===== src/rtl/gmac_pkg.sv =====
// Shared constants, state type and tag folding for the folded-tag GMAC engine.
// Assumes 128-bit blocks and GCM bit order (bit 127 = coefficient of x^0).
package gmac_pkg;
    localparam int BLK_W   = 128;
    localparam int IV_W    = 64;
    localparam int NONCE_W = 96;
    localparam int TAG_W   = BLK_W / 2;
    localparam int LEN_W   = 64;
    localparam int NBYTES  = BLK_W / 8;
    localparam int BYTES_W = $clog2(NBYTES) + 1;
    localparam int CNT_W   = $clog2(BLK_W);

    // Reduction constant of x^128 + x^7 + x^2 + x + 1 in reflected order
    localparam logic [BLK_W-1:0] GF_R = {8'hE1, {(BLK_W-8){1'b0}}};

    typedef enum logic [1:0] {
        ST_IDLE = 2'd0,
        ST_TAKE = 2'd1,
        ST_DATA = 2'd2,
        ST_LEN  = 2'd3
    } eng_state_t;

    // XOR the two halves of a block into a half-width tag
    function automatic logic [TAG_W-1:0] fold_half(input logic [BLK_W-1:0] v);
        return v[BLK_W-1:TAG_W] ^ v[TAG_W-1:0];
    endfunction
endpackage


===== src/rtl/gf128_serial_mul.sv =====
// Bit-serial GF(2^W) multiplier in reflected bit order.
// A load starts a W-cycle product of a and b; done pulses one cycle after the
// last step, with prod holding the result. Abort cancels a product in flight.
// Assumes a and b are held only for the load cycle (both are registered).
module gf128_serial_mul #(
    parameter int              W      = 128,
    parameter logic [W-1:0]    POLY_R = {8'hE1, {(W-8){1'b0}}}
) (
    input  logic         clk,
    input  logic         rst_n,
    input  logic         load,
    input  logic         abort,
    input  logic [W-1:0] a,
    input  logic [W-1:0] b,
    output logic         busy,
    output logic         done,
    output logic [W-1:0] prod
);
    localparam int CW = $clog2(W);

    logic [W-1:0]  z_q;
    logic [W-1:0]  v_q;
    logic [W-1:0]  bsh_q;
    logic [CW-1:0] step_q;

    // One multiply-accumulate and one reduction step per cycle
    always_ff @(posedge clk) begin
        if (!rst_n) begin
            z_q    <= '0;
            v_q    <= '0;
            bsh_q  <= '0;
            step_q <= '0;
            busy   <= 1'b0;
            done   <= 1'b0;
        end else begin
            done <= 1'b0;
            if (abort) begin
                busy <= 1'b0;
            end else if (load) begin
                z_q    <= '0;
                v_q    <= a;
                bsh_q  <= b;
                step_q <= '0;
                busy   <= 1'b1;
            end else if (busy) begin
                if (bsh_q[W-1]) z_q <= z_q ^ v_q;
                v_q    <= v_q[0] ? ((v_q >> 1) ^ POLY_R) : (v_q >> 1);
                bsh_q  <= bsh_q << 1;
                step_q <= step_q + 1'b1;
                if (step_q == CW'(W-1)) begin
                    busy <= 1'b0;
                    done <= 1'b1;
                end
            end
        end
    end

    assign prod = z_q;
endmodule


===== src/rtl/gmac_blk_pad.sv =====
// Zero-fills the byte lanes of a block at or beyond the valid byte count.
// Byte 0 is the most significant byte. Counts above the lane count keep all lanes.
module gmac_blk_pad #(
    parameter int BLK_W   = 128,
    parameter int BYTES_W = 5
) (
    input  logic [BLK_W-1:0]   din,
    input  logic [BYTES_W-1:0] nbytes,
    output logic [BLK_W-1:0]   dout
);
    localparam int NB = BLK_W / 8;

    for (genvar i = 0; i < NB; i++) begin : g_lane
        localparam logic [BYTES_W-1:0] IDX = BYTES_W'(i);
        // Keep lane i only when it lies inside the valid count
        assign dout[BLK_W-1-8*i -: 8] = (IDX < nbytes) ? din[BLK_W-1-8*i -: 8] : 8'h00;
    end
endmodule


===== src/rtl/gmac_len_track.sv =====
// Keeps the bit lengths of associated data and message data for the length block.
// Clear has priority over add; each add contributes nbytes*8 to the chosen count.
module gmac_len_track #(
    parameter int LEN_W   = 64,
    parameter int BYTES_W = 5
) (
    input  logic             clk,
    input  logic             rst_n,
    input  logic             clear,
    input  logic             add_en,
    input  logic             is_msg,
    input  logic [BYTES_W-1:0] nbytes,
    output logic [LEN_W-1:0] aad_bits,
    output logic [LEN_W-1:0] msg_bits
);
    logic [LEN_W-1:0] incr;
    assign incr = {{(LEN_W-BYTES_W-3){1'b0}}, nbytes, 3'b000};

    // Accumulate bit counts per phase
    always_ff @(posedge clk) begin
        if (!rst_n || clear) begin
            aad_bits <= '0;
            msg_bits <= '0;
        end else if (add_en) begin
            if (is_msg) msg_bits <= msg_bits + incr;
            else        aad_bits <= aad_bits + incr;
        end
    end
endmodule


===== src/rtl/gmac_fold_engine.sv =====
// Streaming GMAC engine with a 64-bit folded tag.
// Sequence: start (captures IV and H), associated-data beats, message beats
// ending with s_last, then a length block, the XOR with ek_j0 and the fold.
// Assumes: s_bytes <= 16; only the final beat of each phase is partial;
// ek_j0 stays stable from the final message beat until tag_valid.
module gmac_fold_engine
    import gmac_pkg::*;
(
    input  logic                 clk,
    input  logic                 rst_n,
    input  logic                 start,
    input  logic [IV_W-1:0]      iv,
    input  logic [BLK_W-1:0]     h_key,
    input  logic [BLK_W-1:0]     ek_j0,
    output logic [NONCE_W-1:0]   nonce,
    input  logic                 s_valid,
    output logic                 s_ready,
    input  logic [BLK_W-1:0]     s_data,
    input  logic [BYTES_W-1:0]   s_bytes,
    input  logic                 s_is_msg,
    input  logic                 s_last,
    output logic [TAG_W-1:0]     tag,
    output logic                 tag_valid
);
    eng_state_t       state_q;
    logic [BLK_W-1:0] acc_q;
    logic [BLK_W-1:0] h_q;
    logic [IV_W-1:0]  iv_q;
    logic             pend_last_q;

    logic [BLK_W-1:0] padded;
    logic [LEN_W-1:0] aad_bits;
    logic [LEN_W-1:0] msg_bits;
    logic [BLK_W-1:0] len_blk;
    logic             accept;
    logic             has_data;
    logic             final_beat;
    logic             mul_load;
    logic [BLK_W-1:0] mul_a;
    logic             mul_busy;
    logic             mul_done;
    logic [BLK_W-1:0] mul_prod;

    assign s_ready    = (state_q == ST_TAKE);
    assign accept     = s_valid && s_ready && !start;
    assign has_data   = (s_bytes != '0);
    assign final_beat = s_is_msg && s_last;
    assign len_blk    = {aad_bits, msg_bits};
    assign nonce      = {iv_q, {(NONCE_W-IV_W){1'b0}}};

    gmac_blk_pad #(.BLK_W(BLK_W), .BYTES_W(BYTES_W)) u_pad (
        .din    (s_data),
        .nbytes (s_bytes),
        .dout   (padded)
    );

    gmac_len_track #(.LEN_W(LEN_W), .BYTES_W(BYTES_W)) u_len (
        .clk      (clk),
        .rst_n    (rst_n),
        .clear    (start),
        .add_en   (accept),
        .is_msg   (s_is_msg),
        .nbytes   (s_bytes),
        .aad_bits (aad_bits),
        .msg_bits (msg_bits)
    );

    // Choose the multiplier operand and when to launch it
    always_comb begin
        mul_load = 1'b0;
        mul_a    = acc_q ^ padded;
        if (!start) begin
            if (state_q == ST_TAKE && accept && has_data) begin
                mul_load = 1'b1;
                mul_a    = acc_q ^ padded;
            end else if (state_q == ST_TAKE && accept && final_beat) begin
                mul_load = 1'b1;
                mul_a    = acc_q ^ len_blk;
            end else if (state_q == ST_DATA && mul_done && pend_last_q) begin
                mul_load = 1'b1;
                mul_a    = mul_prod ^ len_blk;
            end
        end
    end

    gf128_serial_mul #(.W(BLK_W), .POLY_R(GF_R)) u_mul (
        .clk   (clk),
        .rst_n (rst_n),
        .load  (mul_load),
        .abort (start),
        .a     (mul_a),
        .b     (h_q),
        .busy  (mul_busy),
        .done  (mul_done),
        .prod  (mul_prod)
    );

    // Message sequencing: capture on start, absorb, length block, fold
    always_ff @(posedge clk) begin
        if (!rst_n) begin
            state_q     <= ST_IDLE;
            acc_q       <= '0;
            h_q         <= '0;
            iv_q        <= '0;
            pend_last_q <= 1'b0;
            tag         <= '0;
            tag_valid   <= 1'b0;
        end else begin
            tag_valid <= 1'b0;
            if (start) begin
                state_q     <= ST_TAKE;
                acc_q       <= '0;
                h_q         <= h_key;
                iv_q        <= iv;
                pend_last_q <= 1'b0;
            end else begin
                unique case (state_q)
                    ST_IDLE: state_q <= ST_IDLE;
                    ST_TAKE: begin
                        if (accept && has_data) begin
                            state_q     <= ST_DATA;
                            pend_last_q <= final_beat;
                        end else if (accept && final_beat) begin
                            state_q <= ST_LEN;
                        end
                    end
                    ST_DATA: begin
                        if (mul_done) begin
                            acc_q   <= mul_prod;
                            state_q <= pend_last_q ? ST_LEN : ST_TAKE;
                        end
                    end
                    ST_LEN: begin
                        if (mul_done) begin
                            acc_q     <= mul_prod;
                            tag       <= fold_half(mul_prod ^ ek_j0);
                            tag_valid <= 1'b1;
                            state_q   <= ST_IDLE;
                        end
                    end
                    default: state_q <= ST_IDLE;
                endcase
            end
        end
    end

    logic unused_ok;
    assign unused_ok = mul_busy;
endmodule


===== config.mk =====
export PLATFORM = sky130hd
export DESIGN_NAME = gmac_fold_engine
export DESIGN_NICKNAME = d
export VERILOG_FILES = /design/src/rtl/gmac_pkg.sv /design/src/rtl/gf128_serial_mul.sv /design/src/rtl/gmac_blk_pad.sv /design/src/rtl/gmac_len_track.sv /design/src/rtl/gmac_fold_engine.sv
export SDC_FILE = /design/constraint.sdc
export NUM_CORES = 2
export LEC_CHECK = 0
export BUFFER_PORTS_ARGS = -buffer_cell sky130_fd_sc_hd__buf_2
export CELL_PAD_IN_SITES_DETAIL_PLACEMENT = 1
export CELL_PAD_IN_SITES_GLOBAL_PLACEMENT = 2
export CORE_MARGIN = 5
export CORE_UTILIZATION = 37
export CTS_CLUSTER_DIAMETER = 50
export DETAILED_ROUTE_END_ITERATION = 8
export PLACE_DENSITY = 0.88
export SYNTH_ARGS = -nofsm -noshare
export SYNTH_HDL_FRONTEND = slang
export SYNTH_SLANG_ARGS = --single-unit

===== constraint.sdc =====
create_clock -name clk -period 4.88 [get_ports clk]
set_clock_uncertainty 0.1 [all_clocks]
set_input_delay 0.244 -clock clk [delete_from_list [all_inputs] [get_ports clk]]
set_output_delay 0.244 -clock clk [all_outputs]
set_load 0.005 [all_outputs]

==> flow_metrics.env <==
export IMPL_synth_area_top_cells="dfxtp_1, nand2_1, xnor2_1"
export IMPL_nets=6610
export IMPL_timing_max_cap_violations=0
export IMPL_status="finished, final reports clean"
export IMPL_cpMaxStageDelayCell="nand2_4"
export IMPL_required_ns=5.38
export IMPL_p_clk_share_pct=51.4
export IMPL_yosys_cell_types_count=70
export IMPL_grt_antenna_before_repair=22
export IMPL_post_cts_buffers=0
export IMPL_cts_root_buf="clkbuf_16"
export IMPL_place_area_um2=48600
export IMPL_syn_inst=5287
export IMPL_place_hpwl_mm=111
export IMPL_yosys_area_top_type_share_pct=40.6
export IMPL_num_vias=44500
export IMPL_firstDrtPassIters=6
export IMPL_gp_congestion=0.828
export IMPL_worstPathArrival_ns=4.16
export IMPL_hold_violations=0
export IMPL_final_area_um2=58200
export IMPL_syn_area_um2=44600
export IMPL_drc=0
export IMPL_tightest_slew_ns=1.17
export IMPL_drtAntennaViolNets=0
export IMPL_synth_edf_count=0
export IMPL_yosys_warnings=0
export IMPL_avgRoutedWirePerCell_um=23.8
export IMPL_synth_flop_cell="dfxtp_1"
export IMPL_slew_viol_final=0
export IMPL_hp_class="input port to flop"
export IMPL_setup_viol=0
export IMPL_overflow=0
export IMPL_num_rows=127
export IMPL_power_density_nw_per_um2=335
export IMPL_yosysTopAreaCell="dfxtp_1"
export IMPL_intPower_mw=14.6
export IMPL_path_cells="ha_1 -> and4b_1 -> a21oi_1 -> buf_4 -> a21o_4 -> nand2_4 -> buf_4 -> o22ai_1"
export IMPL_wl_mm=187
export IMPL_ios=621
export IMPL_fin_ws_ns=1.21
export IMPL_die_w_um=357
export IMPL_clock_fmax_ghz=0.273
export IMPL_fp_dieH_um=357
export IMPL_yosysSeqAreaShare_pct=40.6
export IMPL_clock_latency_ns=0.75
export IMPL_path_clk_slew_ns=0.06
export IMPL_cts_buffers=132
export IMPL_synthArstFlopShare_pct=0
export IMPL_cts_tree="done"
export IMPL_power_leakage_nw=24.2
export IMPL_grt_max_degree=251
export IMPL_pwr_share_seq_pct=39.4
export IMPL_min_period_over_period_pct=75.1
export IMPL_critPathLaunch="state_q[0]"
export IMPL_r2r_start="state_q[0]"
export IMPL_dieArea_um2=127000
export IMPL_synth_seq_cells=903
export IMPL_io_buffers=588
export IMPL_core_um2=120000
export IMPL_grt_pass1_vias=46700
export IMPL_layout_drive_gt1_share_pct=15.0
export IMPL_drt_initial_drc_count=3373
export IMPL_crit_type="flop to flop"
export IMPL_p_sw_mw=4.92
export IMPL_critPathMaxFanout=56
export IMPL_combPwrFrac_pct=9.2
export IMPL_period_needed_ns=3.67
export IMPL_cts_resized=0
export IMPL_start_kind="flop"
export IMPL_syn2layout_area_growth_pct=30.6
export IMPL_grt_usage_pct=28.2
export IMPL_avgSynthCellArea_um2=8.43
export IMPL_grt_pass1_wl_mm=283
export IMPL_finalNonFillerCells=7869
export IMPL_critPathCaptureType="flop"
export IMPL_clock_sinks=903
export IMPL_ir_drop_mv=0.326
export IMPL_clockBufferDepth=3
export IMPL_hp_start="s_data[90]"
export IMPL_post_place_ws_ns=1.28
export IMPL_h_tree_depth=4
export IMPL_netSwitchingFraction_pct=25.2
export IMPL_fin_tns_setup_ns=0
export IMPL_place_inst=7121
export IMPL_cp_common_cell="buf_4"
export IMPL_start_util_pct=37.2
export IMPL_relSlewSlack_pct=22.3
export IMPL_rsz0062_at_grt="false"
export IMPL_fin_util_pct=48.5
export IMPL_viasPerCell=5.66
export IMPL_cpPeakStageDelay_ns=0.68
==> cell families (layout without fill, tap and decap cells) <==
family	Yosys count	after routing	share of synthesized area (%)
adders and majority gates	16	16	0.483
buffers and inverters	515	1441	4.73
DFF	903	903	40.6
and+or+nand+nor	1919	1919	19.2
other	1	45	0.00842
xor gates and xnor gates	491	491	9.65
muxes	249	249	5.59
AOI/OAI and AO/OA	1193	1193	19.8
==> flip-flops by register name (all words and copies together) (netlist names), 64 cells and up <==
signal and flops:
u_mul.v_q 128, u_mul.bsh_q 128, u_mul.prod 128, h_q 128
iv_q 64, acc_q 128, tag 64
==> final cells by class <==
class | count | area [µm²]
Sequential cell | 903 | 18100
Inverter | 59 | 221
Antenna cell | 13 | 32.5
Clock buffer | 174 | 3780
Tap cell | 1612 | 2020
Fill cell | 14000 | 61600
Clock inverter | 69 | 822
Multi-Input combinational cell | 3900 | 24700
Timing Repair Buffer | 1139 | 8560
==> final timing paths <==
check	endpoint	slack (ns)	cells past startpoint
max	u_mul.v_q[59]	1.21	8
min reg2reg	u_len.msg_bits[52]	0.35	2
min	u_mul.v_q[90]	0.04	5
max reg2reg	u_mul.v_q[59]	1.21	8
==> layout by cell type (no fill, tap or decap), types with 39 or more instances in the layout <==
master / count
nand2_1: 903
dfxtp_1: 903
buf_2: 586
o221ai_1: 83
nor2_1: 416
o211a_1: 192
a21oi_1: 292
nand3_1: 185
a221o_1: 78
o21ai_0: 183
a32oi_1: 80
xnor2_1: 329
inv_1: 59
buf_4: 41
nor3_1: 39
or4_1: 39
dlygate4sd3_1: 492
nor2b_1: 198
xor2_1: 162
mux2i_1: 249
clkbuf_16: 138
==> cells in the mapped netlist, drive strengths merged (6+ instances only) <==
library cell / number
a221o: 78
o21ai: 197
mux2i: 249
or4: 39
nand4: 33
nand2: 905
o22ai: 34
and2: 6
nor4: 13
xor2: 162
o21bai: 7
o2111ai: 8
a32oi: 80
or3: 22
and3: 10
o311ai: 29
o41ai: 29
nor3: 40
a211oi: 11
nor2: 419
xnor2: 329
ha: 14
a21o: 13
o31ai: 23
dfxtp: 903
a21oi: 296
nand2b: 22
clkbuf: 351
o211a: 192
o211ai: 19
o221a: 28
o32ai: 6
o221ai: 83
nor2b: 201
inv: 59
or2: 7
buf: 105
and4: 7
nand3: 185
a221oi: 28
==> critical path: cells and delay by family, from the launching register on <==
family	cells	cell delay (ns)
simple gates	2	1.31
buf+inv	2	0.70
compound gates	3	0.60
fa+ha+maj	1	0.42
flops	1	0.37
==> stage by stage <==
| step | hold WS [ns] | power (mW) |
|---|---|---|
| final | 0.0395 | 19.5 |
| after global routing | 0.0544 | 20.1 |
| after CTS | 0.00492 | 19.5 |
| after detailed placement | 0.351 | 9.16 |
| after global placement | 0.342 | 9.12 |
| after floorplan | 0.313 | 8.61 |
==> repair_timing <==
action / CTS / global route
hold buffers: 492 / 0
endpoints found under the hold margin: 411 / 0
setup endpoints to repair: 0 / 0
==> per-layer routing <==
metal  routed length [µm]  global-route usage (%)  vias to the layer above
li1                     -                       -                    20300
met1                76300                    34.1                    22400
met2                93600                    50.3                     1471
met3                10600                    4.54                      372
met4                 6540                    10.5                       22
met5                  137                       0                        -
==> power by group through the flow <==
stage / Sequential [mW] / Combinational [mW] / Clock, mW
2_1_floorplan: 7.79 / 0.823 / 0
3_3_place_gp: 7.82 / 1.30 / 0
3_5_place_dp: 7.82 / 1.34 / 0
4_1_cts: 7.66 / 1.71 / 10.1
5_1_grt: 7.69 / 1.91 / 10.5
6_report: 7.68 / 1.79 / 10.0
(Power assumes the default switching activity.)
